===== src/rtl/sft_pkg.sv =====
package sft_pkg;

    localparam int HOLD_W = 32;
    localparam int LEN_W  = 6;
    localparam int CNT_W  = 7;

    typedef enum logic [2:0] {
        ST_OFF,
        ST_WAKE,
        ST_IDLE,
        ST_DELAY,
        ST_SHIFT
    } seq_state_e;

    typedef enum logic [1:0] {
        CMD_HOLD,
        CMD_ZERO,
        CMD_LOAD,
        CMD_SHIFT
    } shift_cmd_e;

    typedef struct packed {
        logic [2:0]       len_code;
        logic [CNT_W-1:0] words_m1;
    } phase_cfg_t;

    typedef struct packed {
        phase_cfg_t ph0;
        phase_cfg_t ph1;
        logic       two_phase;
        logic [1:0] delay;
        logic       fs_ignore;
    } frame_cfg_t;

    function automatic logic [LEN_W-1:0] code_to_len(input logic [2:0] code);
        case (code)
            3'd0:    return LEN_W'(8);
            3'd1:    return LEN_W'(12);
            3'd2:    return LEN_W'(16);
            3'd3:    return LEN_W'(20);
            3'd4:    return LEN_W'(24);
            default: return LEN_W'(32);
        endcase
    endfunction

endpackage


===== src/rtl/sft_edge_sync.sv =====
module sft_edge_sync #(
    parameter int STAGES = 2
) (
    input  logic clk,
    input  logic rst,
    input  logic bclk,
    input  logic fsync,
    input  logic fall_edge,
    output logic tick,
    output logic any_edge,
    output logic fs_s
);
    logic [STAGES-1:0] b_pipe;
    logic [STAGES-1:0] f_pipe;
    logic              b_prev;
    logic              b_now;
    logic              rise;
    logic              fall;

    always_ff @(posedge clk) begin
        if (rst) begin
            b_pipe <= '0;
            f_pipe <= '0;
            b_prev <= 1'b0;
        end else begin
            b_pipe <= {b_pipe[STAGES-2:0], bclk};
            f_pipe <= {f_pipe[STAGES-2:0], fsync};
            b_prev <= b_pipe[STAGES-1];
        end
    end

    assign b_now    = b_pipe[STAGES-1];
    assign rise     = b_now & ~b_prev;
    assign fall     = ~b_now & b_prev;
    assign tick     = fall_edge ? fall : rise;
    assign any_edge = rise | fall;
    assign fs_s     = f_pipe[STAGES-1];

endmodule


===== src/rtl/sft_frame_seq.sv =====
module sft_frame_seq
    import sft_pkg::*;
#(
    parameter int WAKE_EDGES = 2
) (
    input  logic             clk,
    input  logic             rst,
    input  logic             tx_en,
    input  logic             tick,
    input  logic             any_edge,
    input  logic             fs_s,
    input  frame_cfg_t       cfg,
    output shift_cmd_e       cmd,
    output logic [LEN_W-1:0] load_len,
    output logic             sync_err
);
    localparam int WAKE_W = $clog2(WAKE_EDGES + 1);

    seq_state_e        st_q, st_n;
    logic [WAKE_W-1:0] wake_q, wake_n;
    logic              wait_q, wait_n;
    logic [LEN_W-1:0]  bits_q, bits_n;
    logic [CNT_W-1:0]  words_q, words_n;
    logic              phase_q, phase_n;
    logic              err_q, err_n;
    logic [1:0]        eff_delay;
    logic [LEN_W-1:0]  len0, len1, len_cur;
    logic              start_frame;
    logic              last_phase;

    assign eff_delay   = (cfg.delay == 2'd3) ? 2'd2 : cfg.delay;
    assign len0        = code_to_len(cfg.ph0.len_code);
    assign len1        = code_to_len(cfg.ph1.len_code);
    assign len_cur     = phase_q ? len1 : len0;
    assign last_phase  = phase_q | ~cfg.two_phase;
    assign start_frame = fs_s && (st_q == ST_IDLE || !cfg.fs_ignore);

    always_comb begin
        st_n     = st_q;
        wake_n   = wake_q;
        wait_n   = wait_q;
        bits_n   = bits_q;
        words_n  = words_q;
        phase_n  = phase_q;
        err_n    = err_q;
        cmd      = CMD_HOLD;
        load_len = len0;
        if (!tx_en) begin
            st_n   = ST_OFF;
            err_n  = 1'b0;
            wake_n = '0;
        end else begin
            case (st_q)
                ST_OFF: begin
                    st_n   = ST_WAKE;
                    wake_n = '0;
                end
                ST_WAKE: begin
                    if (any_edge) begin
                        if (wake_q == WAKE_W'(WAKE_EDGES - 1)) st_n = ST_IDLE;
                        else wake_n = wake_q + 1'b1;
                    end
                end
                default: begin
                    if (tick) begin
                        if (start_frame) begin
                            if (st_q != ST_IDLE) err_n = 1'b1;
                            phase_n = 1'b0;
                            words_n = cfg.ph0.words_m1;
                            if (eff_delay == 2'd0) begin
                                cmd      = CMD_LOAD;
                                load_len = len0;
                                bits_n   = len0 - 1'b1;
                                st_n     = ST_SHIFT;
                            end else begin
                                cmd    = CMD_ZERO;
                                wait_n = 1'(eff_delay - 2'd1);
                                st_n   = ST_DELAY;
                            end
                        end else begin
                            case (st_q)
                                ST_IDLE: cmd = CMD_ZERO;
                                ST_DELAY: begin
                                    if (!wait_q) begin
                                        cmd      = CMD_LOAD;
                                        load_len = len0;
                                        bits_n   = len0 - 1'b1;
                                        st_n     = ST_SHIFT;
                                    end else begin
                                        wait_n = 1'b0;
                                    end
                                end
                                ST_SHIFT: begin
                                    if (bits_q != '0) begin
                                        cmd    = CMD_SHIFT;
                                        bits_n = bits_q - 1'b1;
                                        if (bits_q == LEN_W'(1) && words_q == '0 && last_phase)
                                            st_n = ST_IDLE;
                                    end else if (words_q != '0) begin
                                        cmd      = CMD_LOAD;
                                        load_len = len_cur;
                                        words_n  = words_q - 1'b1;
                                        bits_n   = len_cur - 1'b1;
                                    end else begin
                                        cmd      = CMD_LOAD;
                                        load_len = len1;
                                        phase_n  = 1'b1;
                                        words_n  = cfg.ph1.words_m1;
                                        bits_n   = len1 - 1'b1;
                                    end
                                end
                                default: ;
                            endcase
                        end
                    end
                end
            endcase
        end
    end

    always_ff @(posedge clk) begin
        if (rst) begin
            st_q    <= ST_OFF;
            wake_q  <= '0;
            wait_q  <= 1'b0;
            bits_q  <= '0;
            words_q <= '0;
            phase_q <= 1'b0;
            err_q   <= 1'b0;
        end else begin
            st_q    <= st_n;
            wake_q  <= wake_n;
            wait_q  <= wait_n;
            bits_q  <= bits_n;
            words_q <= words_n;
            phase_q <= phase_n;
            err_q   <= err_n;
        end
    end

    assign sync_err = err_q;

    // the error flag only rises after a sampled frame sync on an active edge
    assert_err_needs_sync_R6: assert property (@(posedge clk) disable iff (rst)
        $rose(sync_err) |-> $past(fs_s && tick));

    // with ignore set the flag never rises
    assert_ignore_no_err_R7: assert property (@(posedge clk) disable iff (rst)
        (cfg.fs_ignore && tx_en) |=> !$rose(sync_err));

    // disable forces idle and clears the flag
    assert_off_clears_R8: assert property (@(posedge clk) disable iff (rst)
        !tx_en |=> (!sync_err && st_q == ST_OFF));

    // wake-up cannot complete without a bit clock transition
    assert_wake_holds_R8: assert property (@(posedge clk) disable iff (rst)
        (st_q == ST_WAKE && tx_en && !any_edge) |=> st_q == ST_WAKE);

endmodule


===== src/rtl/sft_shifter.sv =====
module sft_shifter
    import sft_pkg::*;
(
    input  logic              clk,
    input  logic              rst,
    input  logic              enable,
    input  logic              hold_wr,
    input  logic [HOLD_W-1:0] hold_data,
    input  shift_cmd_e        cmd,
    input  logic [LEN_W-1:0]  load_len,
    output logic              sdata,
    output logic              tx_ready
);
    logic [HOLD_W-1:0] hold_q;
    logic [HOLD_W-1:0] shreg;
    logic [HOLD_W-1:0] aligned;
    logic [LEN_W-1:0]  pad;

    assign pad     = LEN_W'(HOLD_W) - load_len;
    assign aligned = hold_q << pad;

    always_ff @(posedge clk) begin
        if (rst) begin
            hold_q   <= '0;
            shreg    <= '0;
            sdata    <= 1'b0;
            tx_ready <= 1'b0;
        end else begin
            if (hold_wr) hold_q <= hold_data;
            if (!enable) begin
                sdata    <= 1'b0;
                tx_ready <= 1'b0;
            end else begin
                case (cmd)
                    CMD_ZERO: sdata <= 1'b0;
                    CMD_LOAD: begin
                        shreg <= aligned;
                        sdata <= aligned[HOLD_W-1];
                    end
                    CMD_SHIFT: begin
                        sdata <= shreg[HOLD_W-2];
                        shreg <= shreg << 1;
                    end
                    default: ;
                endcase
                if (hold_wr) tx_ready <= 1'b0;
                else if (cmd == CMD_LOAD) tx_ready <= 1'b1;
            end
        end
    end

    // a copy without a competing write raises ready
    assert_load_sets_ready_R9: assert property (@(posedge clk) disable iff (rst)
        (cmd == CMD_LOAD && enable && !hold_wr) |=> tx_ready);

    // a write always drops ready
    assert_write_clears_ready_R9: assert property (@(posedge clk) disable iff (rst)
        hold_wr |=> !tx_ready);

    // a zero slot drives the line low
    assert_zero_slot_low_R4: assert property (@(posedge clk) disable iff (rst)
        (enable && cmd == CMD_ZERO) |=> !sdata);

    // disabled engine keeps the line low
    assert_disabled_low_R8: assert property (@(posedge clk) disable iff (rst)
        !enable |=> (!sdata && !tx_ready));

endmodule


===== src/rtl/serial_frame_tx.sv =====
module serial_frame_tx
    import sft_pkg::*;
#(
    parameter int SYNC_STAGES = 2,
    parameter int WAKE_EDGES  = 2
) (
    input  logic              clk,
    input  logic              rst,
    input  logic              tx_en,
    input  logic              two_phase,
    input  logic [2:0]        ph0_len,
    input  logic [CNT_W-1:0]  ph0_words,
    input  logic [2:0]        ph1_len,
    input  logic [CNT_W-1:0]  ph1_words,
    input  logic [1:0]        data_delay,
    input  logic              fs_ignore,
    input  logic              clk_pol,
    input  logic              hold_wr,
    input  logic [HOLD_W-1:0] hold_data,
    input  logic              bclk,
    input  logic              fsync,
    output logic              sdata,
    output logic              tx_ready,
    output logic              sync_err
);
    frame_cfg_t       cfg;
    logic             tick;
    logic             any_edge;
    logic             fs_s;
    shift_cmd_e       cmd;
    logic [LEN_W-1:0] load_len;

    assign cfg.ph0.len_code = ph0_len;
    assign cfg.ph0.words_m1 = ph0_words;
    assign cfg.ph1.len_code = ph1_len;
    assign cfg.ph1.words_m1 = ph1_words;
    assign cfg.two_phase    = two_phase;
    assign cfg.delay        = data_delay;
    assign cfg.fs_ignore    = fs_ignore;

    sft_edge_sync #(.STAGES(SYNC_STAGES)) u_edge (
        .clk       (clk),
        .rst       (rst),
        .bclk      (bclk),
        .fsync     (fsync),
        .fall_edge (clk_pol),
        .tick      (tick),
        .any_edge  (any_edge),
        .fs_s      (fs_s)
    );

    sft_frame_seq #(.WAKE_EDGES(WAKE_EDGES)) u_seq (
        .clk      (clk),
        .rst      (rst),
        .tx_en    (tx_en),
        .tick     (tick),
        .any_edge (any_edge),
        .fs_s     (fs_s),
        .cfg      (cfg),
        .cmd      (cmd),
        .load_len (load_len),
        .sync_err (sync_err)
    );

    sft_shifter u_shift (
        .clk       (clk),
        .rst       (rst),
        .enable    (tx_en),
        .hold_wr   (hold_wr),
        .hold_data (hold_data),
        .cmd       (cmd),
        .load_len  (load_len),
        .sdata     (sdata),
        .tx_ready  (tx_ready)
    );

endmodule


===== config.mk =====
export PLATFORM = sky130hd
export DESIGN_NAME = serial_frame_tx
export DESIGN_NICKNAME = d
export VERILOG_FILES = /design/src/rtl/sft_pkg.sv /design/src/rtl/sft_edge_sync.sv /design/src/rtl/sft_frame_seq.sv /design/src/rtl/sft_shifter.sv /design/src/rtl/serial_frame_tx.sv
export SDC_FILE = /design/constraint.sdc
export NUM_CORES = 1
export LEC_CHECK = 0
export ABC_AREA = 1
export BUFFER_PORTS_ARGS = -buffer_cell sky130_fd_sc_hd__clkbuf_2
export CORE_MARGIN = 3
export CORE_UTILIZATION = 59
export CTS_CLUSTER_DIAMETER = 200
export DETAILED_ROUTE_END_ITERATION = 12
export PLACE_DENSITY = 0.78
export SLEW_MARGIN = 30
export SYNTH_ARGS = -nofsm -noshare
export SYNTH_HDL_FRONTEND = slang
export SYNTH_SLANG_ARGS = --single-unit

===== constraint.sdc =====
create_clock -name clk -period 3.7 [get_ports clk]
set_clock_uncertainty 0.2 [all_clocks]
set_input_delay 0.37 -clock clk [delete_from_list [all_inputs] [get_ports clk]]
set_output_delay 0.37 -clock clk [all_outputs]
set_load 0.02 [all_outputs]

## Yosys cells after proc, flatten, opt, wreduce, memory -nomap -nowiden

Index checks and enable logic that the tools add are counted.

| word-level totals | value |
|---|---|
| output and inout bits | 3 |
| register bits after elaboration | 91 |

| cells by class | value |
|---|---|
| equal/unequal tests | 30 |
| bitwise operators | 9 |
| shift-type cells | 1 |
| muxes and demuxes | 52 |
| add/sub/neg operators | 8 |
| reduce and logical (&&, ||, !) cells | 31 |

Operators with widths:

| kind | count |
|---|---|
| 6-bit two-way mux | 13 |
| 31-bit case mux with 2 select lines | 1 |
| 6-bit case mux with 5 select lines | 2 |
| 32-bit by 6-bit << shifter with 32-bit output | 1 |
| 7-bit two-way mux | 4 |
| 3-bit two-way mux | 8 |
| 6-bit by 1-bit subtractor with 6-bit output, second input constant | 4 |
| 3-bit by 2-bit == test with 1-bit output, second input constant | 6 |
| 2-bit two-way mux | 9 |
| 3-bit case mux with 2 select lines | 2 |
| 6-bit case mux with 2 select lines | 1 |
| 6-bit AND reduction | 2 |
| 5-bit by 3-bit inequality test with 1-bit output, second input constant | 2 |
| 5-bit AND reduction | 2 |
| 3-bit by 1-bit == test with 1-bit output, second input constant | 3 |
| 3-bit == test, second input constant | 3 |
| 3-bit zero test | 3 |
| 1-bit two-way mux | 9 |
| 3-bit nonzero test | 3 |
| 2-bit inequality test, second input constant | 4 |
| 2-bit nonzero test | 4 |
| 7-bit zero test | 1 |
| 7-bit AND reduction | 1 |
| 7-bit nonzero test | 1 |
| other kinds (28) | 42 |

## Depth between registers and ports, before layout

Gate-level depths: netlist of run 1.

| logic depth | value |
|---|---|
| depth after elaboration | 13 |
| gate-level depth with buffers | 20 |

## By module

From an unflattened synthesis of run 1, not the netlist that was laid out.

| second synthesis, totals | value |
|---|---|
| cell total of the unflattened synthesis | 1005 |
| area total of the unflattened synthesis | 6088.3 µm² |

By module, submodules not included:

| module | instances | cells each | area an instance (µm²) |
|---|---|---|---|
| sft_shifter | 1 | 721 | 4270.3 |
| sft_frame_seq | 1 | 261 | 1632.8 |
| sft_edge_sync | 1 | 23 | 185.2 |

## Least setup slack after synthesis of run 1

No wires, ideal clock.

| timing path | value |
|---|---|
| kind | reg-to-reg |
| start | register u_seq.bits_q[0] |
| end | register u_shift.shreg[28] |
| period minus slack after synthesis | 2.851 ns |
| buffers on the path | 3 |
| data required time | 3.429 ns |
| path slack | 0.849 ns |
| library setup time | 0.071 ns |
| data arrival time | 2.581 ns |
| cell stages (with the launch flop) | 19 |
| cells stage by stage | dfxtp_1 -> inv_1 -> ha_1 -> nand2_1 -> nor2_1 -> nand2_2 -> nor2_2 -> nand2_4 -> nand2_4 -> nand2_4 -> buf_6 -> buf_6 -> ha_1 -> inv_1 -> clkbuf_1 -> nand3_1 -> nand3_1 -> nand3_1 -> a21oi_1 |

| on the way | value |
|---|---|
| longest elaborated chain between the ends | 10 |
| elaborated cells between the ends (all ways) | 20 |
| those cells by class | add/sub (1); eq/ne (2); shift (1); mux (13); reduce/logical (3) |

RTL lines:

| element | RTL line | RTL |
|---|---|---|
| start: declaration | sft_frame_seq.sv:22 | `logic [LEN_W-1:0] bits_q, bits_n;` |
| start signal: assignment | sft_frame_seq.sv:134 | `bits_q <= bits_n;` |
| 6-bit nonzero test (*) | sft_frame_seq.sv:94 | `if (bits_q != '0) begin` |
| 6-bit two-way mux or 1-bit two-way mux (tied branches) | sft_frame_seq.sv:94 |  |
| 6-bit two-way mux or 2-bit case mux with 3 select lines (tied branches) | n/a |  |
| 6-bit two-way mux or 2-bit two-way mux (tied branches) | sft_frame_seq.sv:66 | `if (start_frame) begin` |
| 6-bit two-way mux or 2-bit two-way mux (tied branches) | sft_frame_seq.sv:65 | `if (tick) begin` |
| 6-bit two-way mux or 2-bit two-way mux (tied branches) | sft_frame_seq.sv:53 | `case (st_q)` |
| 6-bit two-way mux or 2-bit two-way mux (tied branches) | sft_frame_seq.sv:48 | `if (!tx_en) begin` |
| 6-bit subtractor or 2-bit == test (tied branches) | sft_shifter.sv:19, sft_shifter.sv:34 |  |
| 32-bit by 6-bit << shifter with 32-bit output or 2-bit nonzero test (tied branches) | n/a |  |
| 31-bit case mux with 2 select lines or 2-bit AND reduction (tied branches) | n/a |  |
| end signal: assignment | sft_shifter.sv:37 | `shreg <= aligned;` |
| end signal: assignment | sft_shifter.sv:42 | `shreg <= shreg << 1;` |
| end: declaration | sft_shifter.sv:15 | `logic [HOLD_W-1:0] shreg;` |

Mark *: on every way between the ends. The rest lies on a longest branch, timed or not.
A chain may end at the register's enable or synchronous reset.

## Worst setup path after layout of run 1

| timing path | value |
|---|---|
| start | register u_seq.words_q[0] |
| end | register u_shift.shreg[24] |

| on the way | value |
|---|---|
| longest elaborated chain between the ends | 11 |

RTL lines:

| element | RTL line | RTL |
|---|---|---|
| start: declaration | sft_frame_seq.sv:23 | `logic [CNT_W-1:0] words_q, words_n;` |
| start signal: assignment | sft_frame_seq.sv:135 | `words_q <= words_n;` |
| 7-bit nonzero test | sft_frame_seq.sv:99 | `end else if (words_q != '0) begin` |
| 6-bit two-way mux | sft_frame_seq.sv:99 |  |
| 6-bit two-way mux | sft_frame_seq.sv:94 |  |
| 6-bit two-way mux | n/a |  |
| 6-bit two-way mux | sft_frame_seq.sv:66 |  |
| 6-bit two-way mux | sft_frame_seq.sv:65 |  |
| 6-bit two-way mux | sft_frame_seq.sv:53 |  |
| 6-bit two-way mux | sft_frame_seq.sv:48 |  |
| 6-bit subtractor | sft_shifter.sv:19 | `assign pad = LEN_W'(HOLD_W) - load_len;` |
| 32-bit by 6-bit << shifter with 32-bit output | sft_shifter.sv:20 | `assign aligned = hold_q << pad;` |
| 31-bit case mux with 2 select lines | sft_shifter.sv:34 | `case (cmd)` |

No other way between the ends.

==> key figures, run 1 <==
STA
  • Total setup violations reported at the end of the flow: 0
  • Setup TNS: 0 ns
  • Final worst-path setup slack: 0.3878 ns
  • Upper clock frequency limit: 301.9 MHz
  • Final count of hold timing violations: 0
  • Share of the clock period used by the worst path: 89.52%
  • Post-layout minimum cycle time: 3.312 ns
  • Worst slew margin: 43.21%
  • Final Slew Violations: 0
  • Unrepaired setup endpoints after global routing: no
  • Transition time of the tightest slew-check pin: around 0.85 ns

Final layout
  • Multi-input logic area: 2918 µm²
  • Post-Route Utilization: 68.35%
  • Final-layout fill cell count: 791
  • Ant. Diodes: 0
  • Number of nets in the final layout: ~900
  • Post-route design area: 5786 µm²
  • Area growth from synthesis to final layout: 9.496%
  • Commonest cells after routing, fill and taps aside: sky130_fd_sc_hd__nand2_1, sky130_fd_sc_hd__dfxtp_1, sky130_fd_sc_hd__a21oi_1, sky130_fd_sc_hd__inv_1, sky130_fd_sc_hd__nand3_1
  • Commonest non-fill, non-tap cell in the layout: sky130_fd_sc_hd__nand2_1
  • Register area: 1822 µm²
  • Share of cells above drive strength 1: 15.41%

Clock network
  • Clock transition at path regs: ~0.09 ns
  • TritonCTS clock tree: yes
  • Largest buffer count on any clock path: 2
  • Cell at the root of the clock tree: sky130_fd_sc_hd__clkbuf_8
  • Sink count of the clock tree: 91
  • CTS resizes: 0
  • Post-CTS Setup Bufs: 0
  • Cts-stage hold buffer count: 2
  • H-tree levels: 3
  • Latest clock arrival within the worst-skew pair: around 0.36 ns
  • Number of buffers created by CTS: 9

Setup path
  • Series of cell instances along the critical path: inv_1 > ha_1 > nand2_1 > nor2_2 > nand2_1 > nand2_1 > nand2_1 > nand2_2 > nand2_4 > ha_1 > inv_1 > nand3_1 > nand3_1 > nand2_1 > inv_1 > nand2_1 > a21oi_1
  • Most frequent CP cell: sky130_fd_sc_hd__nand2_1
  • Maximum cell stage delay along the critical path: 0.42 ns
  • Levels on crit path: 17
  • Crit path buffers/inverters: 3
  • Length in cells of the worst reg-to-reg path: 17
  • Endpoint kind of the worst setup timing path: flip-flop
  • Cell family with the largest share of critical-path delay: simple AND/OR/NAND/NOR gates
  • Crit path kind: reg -> reg
  • Critical path launch point type: flip-flop
  • Critical path peak fanout: 31
  • Arrival time of data at the critical path endpoint: approximately 3.4 ns
  • Worst Path Required: 3.79 ns
  • Slowest stage cell on the critical path: sky130_fd_sc_hd__inv_1

Pwr
  • Leakage power summed over all cells: 2.613 nW
  • P per Cell Area: 413.8 nW/µm²
  • Worst IR Drop VDD: 0.2320 mV

Synth
  • Count of mapped cells out of synthesis: 788
  • Netlist Area Pre-Place: 5284 µm²
  • Post-Synthesis Net Count: 859
  • Post-synthesis cell type with the largest combined area: sky130_fd_sc_hd__dfxtp_1
  • Cells taking the most area after synthesis: sky130_fd_sc_hd__dfxtp_1, sky130_fd_sc_hd__nand2_1, sky130_fd_sc_hd__a21oi_1
  • Share of the synthesized area in the top cell type: 34.48%
  • Seq/Total Area, Yosys: 34.48%
  • Flops & latches, synth: 91
  • Warning count from the yosys run: 0
  • Mean instance size in the synthesized netlist: 6.705 µm²
  • Library cells used by synthesis: 40

Route
  • Count of TritonRoute iterations in the first routing pass: 5
  • DRT Wirelength: 13.93 mm
  • Via count of the routed design: roughly 5300
  • Average wire per cell in the routed design: 14.78 µm
  • Detail-routed via count per cell: around 5.6
  • Starting DRC count in detailed routing: 382
  • DRC violation count after routing: 0
  • Remaining number of nets flagged by the antenna check after routing: 0

Placement
  • Count of port buffers added during placement: 65
  • Post-Place Setup Slack: 0.4468 ns
  • Detailed Place HPWL: 10.36 mm
  • Final estimated routing congestion in global placement: roughly 0.96
  • Instance area at placement: 5549 µm²

Die
  • Area of the die: 10130 µm²
  • Horiz. Die Dim: 100.6 µm
  • Initial core utilization: 62.42%
  • Overall die height: 100.6 µm
  • I/O pin total: 66
  • Number of rows in the core area: 33
  • Standard cell core area: roughly 8500 µm²

Global routing
  • Vias in the first global route: 5083
  • Antenna violations before repair: 0
  • Global-route total usage across every layer: 28.47%
  • Grt total ovfl: 0
  • Wire length of the first global-routing pass: 23.28 mm
  • Maximum number of pins on one net before global-route repair: 62

Run
  • Maxcap violations: 0

Status
  • Outcome: complete, no violations

Hold path
  • Path type of the worst min-delay path: in -> reg
  • Min-Delay Path Depth: 2
cell usage after synthesis (all sizes together):
cell type / instances
nand3: 76
a21oi: 89
xor2: 5
nor4: 1
ha: 8
o22ai: 2
nor3: 1
or2: 1
nand4: 4
a221oi: 3
clkbuf: 17
nand2: 235
a211oi: 3
dfxtp: 91
inv: 86
o211a: 1
nor2: 46
buf: 19
a31oi: 7
o41ai: 1
o21ai: 57
nand3b: 1
o211ai: 6
o221ai: 1
clkinv: 2
a22oi: 25
worst reg2reg max path, delay by kind of cell (launching register included):
kind                     cells  cell delay, ns
AND/OR/NAND/NOR             11            1.48
buffers and inverters        3            0.55
adder cells (fa/ha/maj)      2            0.52
flip-flops                   1            0.36
AO/OA/AOI/OAI                1            0.12
sequential cells by signal, indices dropped and copies added (netlist names), 2 cells and up:
signal	count
u_seq.words_q	7
u_shift.shreg	31
u_seq.wake_q	2
u_edge.f_pipe	2
u_edge.b_pipe	2
u_shift.hold_q	32
u_seq.st_q	3
u_seq.bits_q	6
layout make-up:
type | count | share of cell area [%]
timing repair buffer | 70 | 6.358
multi-input combinational | 573 | 50.43
clock inverter | 4 | 1.298
sequential | 91 | 31.49
tap | 105 | 2.271
clock buffer | 11 | 2.444
inverter | 88 | 5.709
cell families after synthesis:
logic type	after synthesis	synth area share [%]
buf+inv	124	10.30
fa+ha+maj	8	1.894
compound gates	195	21.17
xor+xnor	5	0.8288
flops	91	34.48
simple gates	365	31.33
metal layers:
metal | global-route usage [%] | share of wire [%] | vias up
met1 | 36.00 | 43 | 2386
met2 | 47.65 | 48 | 201
met5 | 0 | 0 | -
li1 | - | - | 2694
met3 | 5.190 | 6.1 | 33
met4 | 11.71 | 3.0 | 0
metrics by stage:
stage | cells | power (W) | hold WS, ns
after floorplan | 788 | 0.001515 | 0.1883
after global placement | 925 | 0.001635 | 0.1914
after detailed placement | 925 | 0.001657 | 0.1943
after CTS | 942 | 0.002396 | 0.02554
after global routing | 942 | 0.002523 | 0.01645
final | 942 | 0.002394 | 0.03863
power breakdown:
group	internal (W)	switching (W)	total (W)	leakage (nW)
combinational	0.000185	0.000404	0.000588	1.77
clock	0.000396	0.000354	0.000750	0.102
sequential	0.00102	0.0000313	0.00106	0.743
total	0.00161	0.000789	0.00239	2.61
final timing paths:
kind / startpoint / endpoint / slack [ns]
worst max-delay path: u_seq.words_q[0] / u_shift.shreg[24] / 0.39
worst min register to register: u_edge.b_pipe[0] / u_edge.b_pipe[1] / 0.21
worst min-delay path: hold_wr / u_shift.tx_ready / 0.04
worst max register to register: u_seq.words_q[0] / u_shift.shreg[24] / 0.39
No activity file was read; power rests on OpenSTA's default activity.
==> run 2: changes to the inputs <==
--- a/config.mk
+++ b/config.mk
@@ -7,6 +7,7 @@
 export LEC_CHECK = 0
 export ABC_AREA = 1
 export BUFFER_PORTS_ARGS = -buffer_cell sky130_fd_sc_hd__clkbuf_2
+export CORE_ASPECT_RATIO = 1.4
 export CORE_MARGIN = 3
 export CORE_UTILIZATION = 59
 export CTS_CLUSTER_DIAMETER = 200
==> run 2 against run 1 <==
Hold slack worse by 0.018 ns. Fmax up 3.1%. Flip-flop and latch count did not move. Routed wire length increased by 6.5%. Sequential power hardly changed. Combinational power up 4.4%. Global-route usage increased by 0.92 points. Core utilization fell by 0.94 points. Power rose by 5.5%. Sequential share of layout area fell by 0.28 points. Clock power grew 14%. Critical path type unchanged. Critical endpoint is now u_shift.shreg[26]. Largest cell class unchanged. Highest routed layer unchanged.
==> key figures, run 2 (same netlist as run 1, synthesis figures left out) <==
Route
  • DRT Wirelength: 14.83 mm (was 13.93 mm)
  • Via count of the routed design: 5395 (was 5314)
  • Count of TritonRoute iterations in the first routing pass: 5 (unchanged)
  • Average wire per cell in the routed design: 15.73 µm (was 14.78 µm)
  • DRC violation count after routing: 0 (unchanged)
  • Remaining number of nets flagged by the antenna check after routing: 0 (unchanged)
  • Detail-routed via count per cell: 5.721 (was 5.641)
  • Starting DRC count in detailed routing: 305 (was 382)

Hold path
  • Path type of the worst min-delay path: in -> reg (unchanged)
  • Min-Delay Path Depth: 3 (was 2)

Clock network
  • Latest clock arrival within the worst-skew pair: 0.34 ns (was 0.36 ns)
  • Cell at the root of the clock tree: sky130_fd_sc_hd__clkbuf_16 (was sky130_fd_sc_hd__clkbuf_8)
  • Sink count of the clock tree: 91 (unchanged)
  • CTS resizes: 0 (unchanged)
  • H-tree levels: 3 (unchanged)
  • Largest buffer count on any clock path: 2 (unchanged)
  • Post-CTS Setup Bufs: 0 (unchanged)
  • Cts-stage hold buffer count: 0 (was 2)
  • Clock transition at path regs: 0.06 ns (was 0.09 ns)
  • TritonCTS clock tree: yes (unchanged)
  • Number of buffers created by CTS: 9 (unchanged)

Placement
  • Instance area at placement: 5564 µm² (was 5549 µm²)
  • Detailed Place HPWL: 11.28 mm (was 10.36 mm)
  • Count of port buffers added during placement: 65 (unchanged)
  • Final estimated routing congestion in global placement: 1.038 (was 0.9646)
  • Post-Place Setup Slack: 0.5723 ns (was 0.4468 ns)

STA
  • Setup TNS: 0 ns (unchanged)
  • Upper clock frequency limit: 311.3 MHz (was 301.9 MHz)
  • Post-layout minimum cycle time: 3.213 ns (was 3.312 ns)
  • Final worst-path setup slack: 0.4873 ns (was 0.3878 ns)
  • Final Slew Violations: 0 (unchanged)
  • Transition time of the tightest slew-check pin: 0.8122 ns (was 0.8510 ns)
  • Worst slew margin: 45.79% (was 43.21%)
  • Share of the clock period used by the worst path: 86.83% (was 89.52%)
  • Final count of hold timing violations: 0 (unchanged)
  • Total setup violations reported at the end of the flow: 0 (unchanged)
  • Unrepaired setup endpoints after global routing: no (unchanged)
  • Hold slack final: 0.02034 ns (was 0.03863 ns)

Final layout
  • Post-route design area: 5837 µm² (was 5786 µm²)
  • Leading registers by flop count: u_shift.hold_q (32), u_shift.shreg (31), u_seq.words_q (7) (unchanged)
  • Area growth from synthesis to final layout: 10.47% (was 9.496%)
  • Commonest non-fill, non-tap cell in the layout: sky130_fd_sc_hd__nand2_1 (unchanged)
  • Multi-input logic area: 2918 µm² (unchanged)
  • Number of nets in the final layout: 904 (unchanged)
  • Ant. Diodes: 0 (unchanged)
  • Final-layout fill cell count: 794 (was 791)
  • Register containing the most flip-flops in the final layout: u_shift.hold_q (unchanged)
  • Flip-flop count of the largest register after layout: 32 (unchanged)
  • Commonest cells after routing, fill and taps aside: sky130_fd_sc_hd__nand2_1, sky130_fd_sc_hd__dfxtp_1, sky130_fd_sc_hd__a21oi_1, sky130_fd_sc_hd__inv_1, sky130_fd_sc_hd__nand3_1 (unchanged)
  • Register area: 1822 µm² (unchanged)
  • Share of cells above drive strength 1: 15.63% (was 15.41%)

Setup path
  • Crit path kind: reg -> reg (unchanged)
  • Arrival time of data at the critical path endpoint: 3.24 ns (was 3.40 ns)
  • Critical path launch point type: flip-flop (unchanged)
  • Slack of the worst reg-to-reg path: 0.49 ns (was 0.39 ns)
  • Worst Path Required: 3.72 ns (was 3.79 ns)
  • Critical path peak fanout: 31 (unchanged)
  • Endpoint kind of the worst setup timing path: flip-flop (unchanged)
  • Length in cells of the worst reg-to-reg path: 18 (was 17)

Global routing
  • Antenna violations before repair: 0 (unchanged)
  • Global-route total usage across every layer: 29.39% (was 28.47%)
  • Vias in the first global route: 5133 (was 5083)
  • Maximum number of pins on one net before global-route repair: 38 (was 62)
  • Wire length of the first global-routing pass: 23.88 mm (was 23.28 mm)
  • Grt total ovfl: 0 (unchanged)

Die
  • Standard cell core area: 8658 µm² (was 8464 µm²)
  • I/O pin total: 66 (unchanged)
  • Overall die height: 118.0 µm (was 100.6 µm)
  • Number of rows in the core area: 40 (was 33)
  • Horiz. Die Dim: 85.98 µm (was 100.6 µm)
  • Initial core utilization: 61.03% (was 62.42%)
  • Area of the die: 10140 µm² (was 10130 µm²)

Run
  • Maxcap violations: 0 (unchanged)

Pwr
  • Leakage power summed over all cells: 2.646 nW (was 2.613 nW)
  • Worst IR Drop VDD: 0.3495 mV (was 0.2320 mV)
  • P per Cell Area: 432.9 nW/µm² (was 413.8 nW/µm²)

Status
  • Outcome: complete, no violations (unchanged)
## run 2: cell count changes in the layout (fill, tap and decap cells not counted), moves of 2 or more
cell and change:
sky130_fd_sc_hd__buf_4 +2, sky130_fd_sc_hd__clkbuf_8 -9, sky130_fd_sc_hd__clkbuf_16 +9, sky130_fd_sc_hd__dlygate4sd3_1 -2
sky130_fd_sc_hd__bufinv_16 -2, sky130_fd_sc_hd__clkinv_2 +2
## run 2: worst max-delay path: stages, from the launching register on
cell and delay (ns):
sky130_fd_sc_hd__dfxtp_1 0.30, sky130_fd_sc_hd__inv_1 0.12, sky130_fd_sc_hd__ha_1 0.23, sky130_fd_sc_hd__nand2_1 0.12, sky130_fd_sc_hd__nor2_1 0.13, sky130_fd_sc_hd__nand2_2 0.08
sky130_fd_sc_hd__nor2_2 0.17, sky130_fd_sc_hd__nand2_4 0.10, sky130_fd_sc_hd__nand2_4 0.09, sky130_fd_sc_hd__nand2_4 0.20, sky130_fd_sc_hd__ha_1 0.37, sky130_fd_sc_hd__inv_1 0.41
sky130_fd_sc_hd__nor2_2 0.13, sky130_fd_sc_hd__nand2_1 0.12, sky130_fd_sc_hd__nand3_1 0.08, sky130_fd_sc_hd__nand2_1 0.07, sky130_fd_sc_hd__inv_1 0.04, sky130_fd_sc_hd__nand2_1 0.06
sky130_fd_sc_hd__a21oi_1 0.06
## run 2: layer usage
layer | global-route usage (%) | wire length, µm | vias up
met5 | 0 | 0 | -
met4 | 15.94 | 739 | 0
met3 | 4.972 | 769 | 48
met2 | 52.41 | 7606 | 211
met1 | 32.13 | 5718 | 2437
li1 | - | - | 2699
## run 2: worst paths after layout
| kind | start | to |
|---|---|---|
| min reg2reg | u_edge.b_pipe[0] | u_edge.b_pipe[1] |
| max | u_seq.bits_q[1] | u_shift.shreg[26] |
| min | bclk | u_edge.b_pipe[0] |
| max reg2reg | u_seq.bits_q[1] | u_shift.shreg[26] |
## run 2: layout make-up
cell class	count	area share (%)
clock inverter	4	0.4502
timing repair buffer	70	6.217
multi-input combinational	573	49.99
tap	105	2.251
inverter	88	5.659
clock buffer	12	4.223
sequential	91	31.21
## run 2: stage by stage
step,std cells,total power [W],util [%]
6_report,943,0.002527,67.41
2_1_floorplan,788,0.001515,-
4_1_cts,943,0.002524,67.41
3_5_place_dp,927,0.001683,64.26
5_1_grt,943,0.002645,67.41
3_3_place_gp,927,0.001670,64.26
## run 2: where the power goes
group          switching, W  internal, W  total (W)  leakage (nW)
combinational      0.000430     0.000184   0.000614          1.77
clock              0.000382     0.000473   0.000855         0.133
sequential        0.0000316      0.00103    0.00106         0.743
